**src/rtl/atspeed_pkg.sv**
```systemverilog
package atspeed_pkg;

  // Number of stages in the at-speed window register
  localparam int WIN_LEN = 5;
  // Bit i is the gate value in window cycle i: 0,0,1,1,0
  localparam logic [WIN_LEN-1:0] WIN_PATTERN = 5'b01100;

  typedef enum logic [2:0] {
    PH_IDLE    = 3'd0,
    PH_SHIFT   = 3'd1,
    PH_DEAD    = 3'd2,
    PH_LAUNCH  = 3'd3,
    PH_CAPTURE = 3'd4
  } phase_e;

  typedef enum logic [1:0] {
    ST_IDLE,
    ST_SHIFT,
    ST_DEAD,
    ST_WIN
  } seq_state_e;

  // Strobes from the sequencer to the datapath
  typedef struct packed {
    logic divClear;  // restart the slow-clock divider
    logic winLoad;   // load the window register
    logic inShift;
    logic inDead;
    logic inWin;
    logic los;       // latched mode: launch-on-shift
  } ctrl_strobe_t;

endpackage

```
**src/rtl/atspeed_ctrl.sv**
```systemverilog
module atspeed_ctrl
  import atspeed_pkg::*;
#(
  parameter int CNT_W  = 8,
  parameter int DEAD_W = 4
) (
  input  logic              clk,
  input  logic              rstN,
  input  logic              start,
  input  logic              modeLos,
  input  logic [CNT_W-1:0]  shiftLen,
  input  logic [DEAD_W-1:0] deadLen,
  input  logic              tick,
  input  logic              winLast,
  output ctrl_strobe_t      strobe
);

  seq_state_e stateQ, stateD;
  logic [CNT_W-1:0]  remShiftQ, remShiftD;
  logic [DEAD_W-1:0] remDeadQ, remDeadD;
  logic              losQ, losD;

  logic [CNT_W-1:0]  nEff;
  logic [CNT_W-1:0]  firstShifts;
  logic [DEAD_W-1:0] dEff;
  logic              winLoad;
  logic              divClear;

  // Clamp lengths to a minimum of one
  always_comb begin
    nEff        = (shiftLen == '0) ? CNT_W'(1) : shiftLen;
    dEff        = (deadLen == '0) ? DEAD_W'(1) : deadLen;
    firstShifts = modeLos ? (nEff - CNT_W'(1)) : nEff;
  end

  always_comb begin
    stateD    = stateQ;
    remShiftD = remShiftQ;
    remDeadD  = remDeadQ;
    losD      = losQ;
    winLoad   = 1'b0;
    divClear  = 1'b0;
    unique case (stateQ)
      ST_IDLE: begin
        if (start) begin
          losD      = modeLos;
          remShiftD = firstShifts;
          remDeadD  = dEff;
          divClear  = 1'b1;
          if (firstShifts == '0) begin
            stateD  = ST_WIN;
            winLoad = 1'b1;
          end else begin
            stateD = ST_SHIFT;
          end
        end
      end
      ST_SHIFT: begin
        if (tick) begin
          remShiftD = remShiftQ - CNT_W'(1);
          if (remShiftQ == CNT_W'(1)) begin
            if (losQ) begin
              stateD  = ST_WIN;
              winLoad = 1'b1;
            end else begin
              stateD = ST_DEAD;
            end
          end
        end
      end
      ST_DEAD: begin
        if (tick) begin
          remDeadD = remDeadQ - DEAD_W'(1);
          if (remDeadQ == DEAD_W'(1)) begin
            stateD  = ST_WIN;
            winLoad = 1'b1;
          end
        end
      end
      ST_WIN: begin
        if (winLast) stateD = ST_IDLE;
      end
      default: stateD = ST_IDLE;
    endcase
  end

  always_ff @(posedge clk or negedge rstN) begin
    if (!rstN) begin
      stateQ    <= ST_IDLE;
      remShiftQ <= '0;
      remDeadQ  <= '0;
      losQ      <= 1'b0;
    end else begin
      stateQ    <= stateD;
      remShiftQ <= remShiftD;
      remDeadQ  <= remDeadD;
      losQ      <= losD;
    end
  end

  always_comb begin
    strobe.divClear = divClear;
    strobe.winLoad  = winLoad;
    strobe.inShift  = (stateQ == ST_SHIFT);
    strobe.inDead   = (stateQ == ST_DEAD);
    strobe.inWin    = (stateQ == ST_WIN);
    strobe.los      = losQ;
  end

endmodule

```
**src/rtl/atspeed_dp.sv**
```systemverilog
module atspeed_dp
  import atspeed_pkg::*;
#(
  parameter int SLOW_DIV = 4
) (
  input  logic         clk,
  input  logic         rstN,
  input  ctrl_strobe_t strobe,
  output logic         tick,
  output logic         winLast,
  output logic         scanEn,
  output logic         clkEn,
  output phase_e       phase
);

  localparam int DIV_W = (SLOW_DIV > 2) ? $clog2(SLOW_DIV) : 1;
  localparam logic [DIV_W-1:0] DIV_TOP = DIV_W'(SLOW_DIV - 1);

  logic [DIV_W-1:0]   divCnt;
  logic [WIN_LEN-1:0] winQ;
  logic               winLead;
  logic               gateNow;

  // Slow scan clock as a periodic enable on the fast clock
  assign tick = (divCnt == DIV_TOP);

  always_ff @(posedge clk or negedge rstN) begin
    if (!rstN)                divCnt <= '0;
    else if (strobe.divClear) divCnt <= '0;
    else if (tick)            divCnt <= '0;
    else                      divCnt <= divCnt + DIV_W'(1);
  end

  // Window shift register: each stage loads its pattern bit, then takes
  // the value of the stage above; the top stage fills with zero.
  for (genvar gi = 0; gi < WIN_LEN; gi++) begin : g_win
    if (gi == WIN_LEN - 1) begin : g_top
      always_ff @(posedge clk or negedge rstN) begin
        if (!rstN)               winQ[gi] <= 1'b0;
        else if (strobe.winLoad) winQ[gi] <= WIN_PATTERN[gi];
        else                     winQ[gi] <= 1'b0;
      end
    end else begin : g_mid
      always_ff @(posedge clk or negedge rstN) begin
        if (!rstN)               winQ[gi] <= 1'b0;
        else if (strobe.winLoad) winQ[gi] <= WIN_PATTERN[gi];
        else                     winQ[gi] <= winQ[gi+1];
      end
    end
  end

  assign gateNow = winQ[0];
  assign winLead = |winQ[WIN_LEN-1:1];
  assign winLast = gateNow & ~winLead;

  always_comb begin
    clkEn  = (strobe.inShift & tick) | (strobe.inWin & gateNow);
    scanEn = strobe.inShift | (strobe.inWin & strobe.los & winLead);
    if (strobe.inShift)     phase = PH_SHIFT;
    else if (strobe.inDead) phase = PH_DEAD;
    else if (strobe.inWin) begin
      if (gateNow & winQ[1]) phase = PH_LAUNCH;
      else if (gateNow)      phase = PH_CAPTURE;
      else if (strobe.los)   phase = PH_SHIFT;
      else                   phase = PH_DEAD;
    end else                 phase = PH_IDLE;
  end

endmodule

```
**src/rtl/atspeed_clk_ctrl.sv**
```systemverilog
module atspeed_clk_ctrl
  import atspeed_pkg::*;
#(
  parameter int SLOW_DIV = 4,
  parameter int CNT_W    = 8,
  parameter int DEAD_W   = 4
) (
  input  logic              clk,
  input  logic              rstN,
  input  logic              start,
  input  logic              modeLos,
  input  logic [CNT_W-1:0]  shiftLen,
  input  logic [DEAD_W-1:0] deadLen,
  output logic              scanEn,
  output logic              clkEn,
  output logic [2:0]        phase
);

  ctrl_strobe_t strobe;
  logic         tick;
  logic         winLast;
  phase_e       phaseInt;

  atspeed_ctrl #(.CNT_W(CNT_W), .DEAD_W(DEAD_W)) u_ctrl (
    .clk(clk), .rstN(rstN), .start(start), .modeLos(modeLos),
    .shiftLen(shiftLen), .deadLen(deadLen), .tick(tick),
    .winLast(winLast), .strobe(strobe)
  );

  atspeed_dp #(.SLOW_DIV(SLOW_DIV)) u_dp (
    .clk(clk), .rstN(rstN), .strobe(strobe), .tick(tick),
    .winLast(winLast), .scanEn(scanEn), .clkEn(clkEn), .phase(phaseInt)
  );

  assign phase = phaseInt;

endmodule

```
**config.mk**
```make
export PLATFORM = sky130hd
export DESIGN_NAME = atspeed_clk_ctrl
export DESIGN_NICKNAME = d
export VERILOG_FILES = /design/src/rtl/atspeed_pkg.sv /design/src/rtl/atspeed_ctrl.sv /design/src/rtl/atspeed_dp.sv /design/src/rtl/atspeed_clk_ctrl.sv
export SDC_FILE = /design/constraint.sdc
export NUM_CORES = 1
export LEC_CHECK = 0
export BUFFER_PORTS_ARGS = -buffer_cell sky130_fd_sc_hd__clkbuf_2
export CAP_MARGIN = 10
export CORE_AREA = 2 2 49 96
export DETAILED_ROUTE_END_ITERATION = 8
export DIE_AREA = 0 0 51 98
export SLEW_MARGIN = 15
export SYNTH_ARGS = -nofsm -noshare
export SYNTH_HDL_FRONTEND = slang
export SYNTH_SLANG_ARGS = --single-unit
```
**constraint.sdc**
```tcl
create_clock -name clk -period 2.2 [get_ports clk]
set_clock_uncertainty 0.15 [all_clocks]
set_input_delay 0 -clock clk [delete_from_list [all_inputs] [get_ports clk]]
set_output_delay 0 -clock clk [all_outputs]
set_load 0.05 [all_outputs]
```
==> flow_summary_export.csv, run 1 <==
group,metric,value,unit
floorplan,boundaryPins,21,
placed_design,pre_cts_slack,0.133,ns
layout,multiInputGateArea,1050,um2
timing,fin_ws,0.127,ns
logic_synthesis,yosysTopAreaCellShare,32.2,%
timing,max_freq,482,MHz
grt,grtUsageTotal,18.7,%
timing,setup_tns,0,ns
routing,drcViolationCount,0,
grt,grt_pass1_wl,7150,um
power,pwr_density_cell,1280,nW/um2
clocking,clk_pin_slew,0.08,ns
timing,tightest_slew,0.546,ns
setup_path,critPathArrivalTime,2.08,ns
clocking,clk_latency,0.26,ns
clocking,cts_tree,"built",
placed_design,place_hpwl,3400,um
logic_synthesis,synth_compound_area_share,26.3,%
routing,avgViaCountPerCell,5.62,
logic_synthesis,synth-simple-area-share,23.0,%
timing,hold_violations,0,
power,ir_drop,0.584,mV
placed_design,gp_congestion,0.775,
layout,stdcell_count,277,
layout,seq_area,526,um2
logic_synthesis,synth_edf_count,0,
logic_synthesis,synth_top_family_by_area,"compound AO/OA/AOI/OAI gates",
logic_synthesis,avgSynthCellArea,9.02,um2
routing,drt_iter0_drc,20,
logic_synthesis,muxShareOfSynthArea,3.52,%
clocking,htree_levels,1,
logic_synthesis,netlist_instances,181,
logic_synthesis,yosys.cell_types.count,59,
logic_synthesis,ys_warn_count,0,
layout,drive_above_1_share,25.6,%
logic_synthesis,yosysTopAreaCell,"dfrtp_1",
placed_design,port_buffers,20,
clocking,cts_inserted_buffers,3,
setup_path,critPathMaxStageDelay,0.43,ns
logic_synthesis,syn_nets,207,
logic_synthesis,synth_adder_area_share,7.66,%
grt,grt_max_degree,22,
logic_synthesis,synth_top_flop_cell,"dfrtp_1",
setup_path,path_cells,"inv_1 > ha_1 > mux2i_4 > or2_2 > and2_1 > a221o_1",
floorplan,die_h,98,um
routing,num_vias,1558,
setup_path,required,2.20,ns
logic_synthesis,synth_area,1630,um2
routing,drtAntennaViolNets,0,
layout,fill_cells,443,
routing,firstDrtPassIters,5,
layout,final_cell_mix,"dfrtp_1, clkbuf_2, buf_4",
clocking,clkSinkCount,21,
grt,antenna_found_initial,0,
setup_path,crit_type,"reg -> reg",
clocking,clock-root-buffer,"clkbuf_8",
floorplan,rows,34,
routing,wl_per_cell,15.4,um
timing,rsz0062_at_grt,"no",
setup_path,end_kind,"register",
floorplan,initial_utilization,38.0,%
setup_path,start_kind,"register",
floorplan,die-area,5000,um2
timing,period_minus_slack,2.07,ns
clocking,cts_setup_buffers,0,
power,power.leakage,0.890,nW
layout,area_growth,24.4,%
floorplan,coreArea,4300,um2
logic_synthesis,ys_seq_area_share,32.2,%
min_path,holdCritPathClass,"in -> reg",
logic_synthesis,yosys-top-cells-area,"dfrtp_1, ha_1, inv_1",
setup_path,cp_top_family,"simple AND/OR/NAND/NOR gates",
layout,final_common_cell,"dfrtp_1",
setup_path,critPathBufInv,1,
placed_design,dp.cells,266,
timing,drv_slew,0,
routing,routed_wirelength,4250,um
grt,first_global_vias,1577,
timing,period_share,94.2,%
logic_synthesis,ys_async_sr_fraction,100,%
logic_synthesis,synth_xor_area_share,2.15,%
floorplan,die_x,51,um
logic_synthesis,synth_seq_cells,21,
timing,slew-limit-headroom,63.6,%
outcome,outcome,"finished, final reports clean",
flow_run,drv_cap,0,
clocking,cts_buffer_depth,2,
layout,layout.nets,250,
setup_path,slowest_stage,"dfrtp_1",
timing,setup_violations,0,
layout,diodes,0,
setup_path,cp_max_fo,7,
grt,grt_overflow_total,0,
==> final timing paths <==
kind	startpoint	end	slack (ns)	depth (start not counted)
worst min-delay path	shiftLen[5]	u_ctrl.remShiftQ[5]$_DFFE_PN0P_	0.02	3
worst min register to register	u_dp.divCnt[0]$_DFF_PN0_	u_dp.divCnt[0]$_DFF_PN0_	0.30	1
max in group asynchronous	rstN	u_ctrl.stateQ[1]$_DFFE_PN0P_	1.44	2
min in group asynchronous	rstN	u_ctrl.remShiftQ[3]$_DFFE_PN0P_	0.09	2
worst max register to register	u_ctrl.stateQ[1]$_DFFE_PN0P_	u_ctrl.remShiftQ[6]$_DFFE_PN0P_	0.13	6
worst max-delay path	u_ctrl.stateQ[1]$_DFFE_PN0P_	u_ctrl.remShiftQ[6]$_DFFE_PN0P_	0.13	6
==> per-layer routing <==
metal | GRT usage (%) | vias up | routed length, um
li1 | - | 779 | -
met1 | 20.7 | 743 | 1690
met2 | 33.8 | 26 | 2330
met3 | 1.53 | 10 | 65
met4 | 9.98 | 0 | 163
met5 | 0 | - | 0
==> layout make-up <==
cell class / instances / area share, %
Multi-Input combinational cell: 140 / 51.5
Sequential cell: 21 / 25.9
Timing Repair Buffer: 43 / 14.3
Clock buffer: 4 / 2.22
Inverter: 15 / 2.77
Tap cell: 54 / 3.33
==> tightest hold or removal path, stage by stage <==
cell and delay [ns]:
clkbuf_2 0.14, xor2_1 0.10, a21oi_1 0.15
==> cells in the mapped netlist, drive strengths merged (3+ instances only) <==
cell / n
or2: 3
nand2b: 4
nor4: 5
nor4b: 3
dfrtp: 21
a22oi: 3
a211oi: 7
inv: 14
o311ai: 3
nand3: 5
buf: 3
mux2: 3
nand2: 6
ha: 10
and2: 3
xor2: 4
o21ai: 9
or3: 3
nor3: 9
a21oi: 10
nor2: 11
==> cell families after synthesis <==
family,after synthesis
and+or+nand+nor,63
buffers and inverters,20
xor gates and xnor gates,4
muxes,5
AOI/OAI and AO/OA,58
DFF,21
adders and majority gates,10
==> timing repair <==
action                     CTS  global route
gates resized for setup      0             5
setup endpoints to repair    0             6
hold endpoints to repair    27             0
hold buffers                 7             0
==> where the power goes <==
part / total, W / internal (W) / switching [W]
clock: 0.000265 / 0.000129 / 0.000136
sequential: 0.000744 / 0.000564 / 0.000180
combinational: 0.00159 / 0.000672 / 0.000917
==> sequential cells by signal (all words and copies together), names as in the netlist <==
| signal | cells |
|---|---|
| u_dp.divCnt | 2 |
| u_ctrl.losQ | 1 |
| u_dp.gateNow | 1 |
| u_ctrl.remDeadQ | 4 |
| u_ctrl.stateQ | 2 |
| u_ctrl.remShiftQ | 8 |
| u_dp.winQ | 3 |
==> metrics by stage <==
step                      total power [W]  utilization, %  hold WS (ns)  cell area (um2)
after floorplan                   0.00181               -        -0.446             1630
after global placement            0.00228            44.0        -0.137             1890
after detailed placement          0.00230            44.0        -0.133             1890
after CTS                         0.00258            46.7        0.0164             2010
after global routing              0.00283            47.3        0.0544             2030
final                             0.00260            47.3        0.0228             2030
Power figures use the tool's default switching activity.
==> run 2, diff against run 1 <==
CORE_AREA = 2 2 44 86   (was 2 2 49 96)
DIE_AREA = 0 0 46 88   (was 0 0 51 98)
PLACE_DENSITY = 0.68   (was not set)
==> run 2 against run 1 <==
Effect of this change: clock power is 2% lower; largest power group unchanged; flip-flop and latch count unchanged; die area decreased by 19%; fmax shrank 2.1%; sequential power increased by 3.6%.
==> flow_summary_export.csv, run 2 (synthesis gave the netlist of run 1 again) <==
group,metric,value,unit
outcome,outcome,"finished, final reports clean",
grt,grt_max_degree,22,
grt,grt_pass1_wl,6680,um
timing,hold_slack,0.0178,ns
layout,top_regs,"u_ctrl.remShiftQ x8, u_ctrl.remDeadQ x4, u_dp.winQ x3",
routing,avgViaCountPerCell,6.27,
routing,drt_iter0_drc,66,
clocking,cts_setup_buffers,0,
power,total_power,0.00254,W
setup_path,cp_max_fo,6,
layout,largest_register_ff_count,8,
placed_design,place_hpwl,3200,um
routing,drtAntennaViolNets,0,
layout,design_area,1970,um2
setup_path,end_kind,"register",
layout,final_common_cell,"dfrtp_1",
setup_path,crit_type,"in -> reg",
layout,area_growth,20.6,%
routing,wl_per_cell,16.8,um
layout,final_cell_mix,"dfrtp_1, clkbuf_2, inv_1",
timing,tightest_slew,0.579,ns
grt,grt_overflow_total,0,
floorplan,coreArea,3380,um2
floorplan,initial_utilization,48.3,%
min_path,holdPathStages,2,
timing,hold_violations,0,
setup_path,critPathArrivalTime,2.12,ns
layout,regMostFlops,"u_ctrl.remShiftQ",
clocking,clk_latency,0.26,ns
layout,diodes,0,
timing,drv_slew,0,
routing,drcViolationCount,0,
setup_path,r2r.worst_path.cells,6,
floorplan,die_h,88,um
min_path,holdCritPathClass,"in -> reg",
layout,layout.nets,246,
placed_design,place_area,1830,um2
power,power.leakage,0.864,nW
clocking,htree_levels,1,
floorplan,boundaryPins,21,
layout,drive_above_1_share,24.2,%
power,ir_drop,0.481,mV
flow_run,drv_cap,0,
routing,num_vias,1573,
clocking,clk_pin_slew,0.08,ns
clocking,cts_tree,"built",
timing,setup_tns,0,ns
layout,fin_util,58.3,%
clocking,clock-root-buffer,"clkbuf_8",
clocking,clkSinkCount,21,
timing,setup_violations,0,
placed_design,gp_congestion,0.877,
clocking,cts_buffer_depth,2,
timing,slew-limit-headroom,61.0,%
timing,period_minus_slack,2.12,ns
setup_path,required,2.20,ns
timing,period_share,96.3,%
timing,max_freq,472,MHz
grt,grtUsageTotal,22.3,%
floorplan,die-area,4050,um2
setup_path,start_kind,"input port",
routing,firstDrtPassIters,4,
floorplan,die_x,46,um
clocking,cts_inserted_buffers,3,
floorplan,rows,30,
grt,antenna_found_initial,0,
grt,first_global_vias,1537,
routing,routed_wirelength,4210,um
power,pwr_density_cell,1290,nW/um2
placed_design,port_buffers,20,
[run 2: routing by layer]
metal | vias to the layer above | wire (um) | GRT usage [%]
li1 | 774 | - | -
met4 | 0 | 68 | 8.57
met2 | 27 | 2390 | 40.8
met5 | - | 0 | 0
met3 | 7 | 88 | 2.68
met1 | 765 | 1660 | 24.4
[run 2: where the power goes]
group	total (W)	leakage, nW	internal, W	switching, W
clock network	0.000260	0.0228	0.000129	0.000131
registers	0.000771	0.253	0.000564	0.000208
logic	0.00151	0.588	0.000621	0.000884
total	0.00254	0.864	0.00131	0.00122
[run 2: worst max-delay path, stage by stage]
cell and delay [ns]:
dlygate4sd3_1 0.53, clkbuf_2 0.15, nor3_2 0.27, a21oi_2 0.11, ha_2 0.20, a21boi_0 0.27
a211oi_2 0.10, o2111a_2 0.20, a211o_1 0.29
[run 2: path summary, 6_finish.rpt]
kind	from	end	slack [ns]
worst min-delay path	modeLos	u_ctrl.losQ$_DFFE_PN0P_	0.02
worst min register to register	u_dp.divCnt[0]$_DFF_PN0_	u_dp.divCnt[0]$_DFF_PN0_	0.29
min in group asynchronous	rstN	u_ctrl.remShiftQ[6]$_DFFE_PN0P_	0.10
worst max-delay path	shiftLen[5]	u_dp.winQ[2]$_DFF_PN0_	0.08
max in group asynchronous	rstN	u_ctrl.stateQ[0]$_DFFE_PN0P_	1.42
worst max register to register	u_ctrl.remShiftQ[0]$_DFFE_PN0P_	u_ctrl.remShiftQ[6]$_DFFE_PN0P_	0.15
[run 2: timing repair]
item                                    4_1_cts  5_1_grt
hold buffers                                  8        0
gates resized for setup                       0        4
endpoints found under the setup margin        0        5
hold endpoints to repair                     28        0
[run 2: metrics by stage]
step	worst slack, ns	cells
6_report	0.0825	251
5_1_grt	-0.0383	251
4_1_cts	0.0499	251
3_5_place_dp	0.160	239
3_3_place_gp	0.206	239
2_1_floorplan	0.0330	181
[run 2: layout make-up]
cell class,count,area [um2]
timing repair buffer,39,263
inverter,15,56.3
multi-input combinational,140,1040
sequential,21,526
clock buffer,4,45.0
fill,301,1410
tap,32,40.0
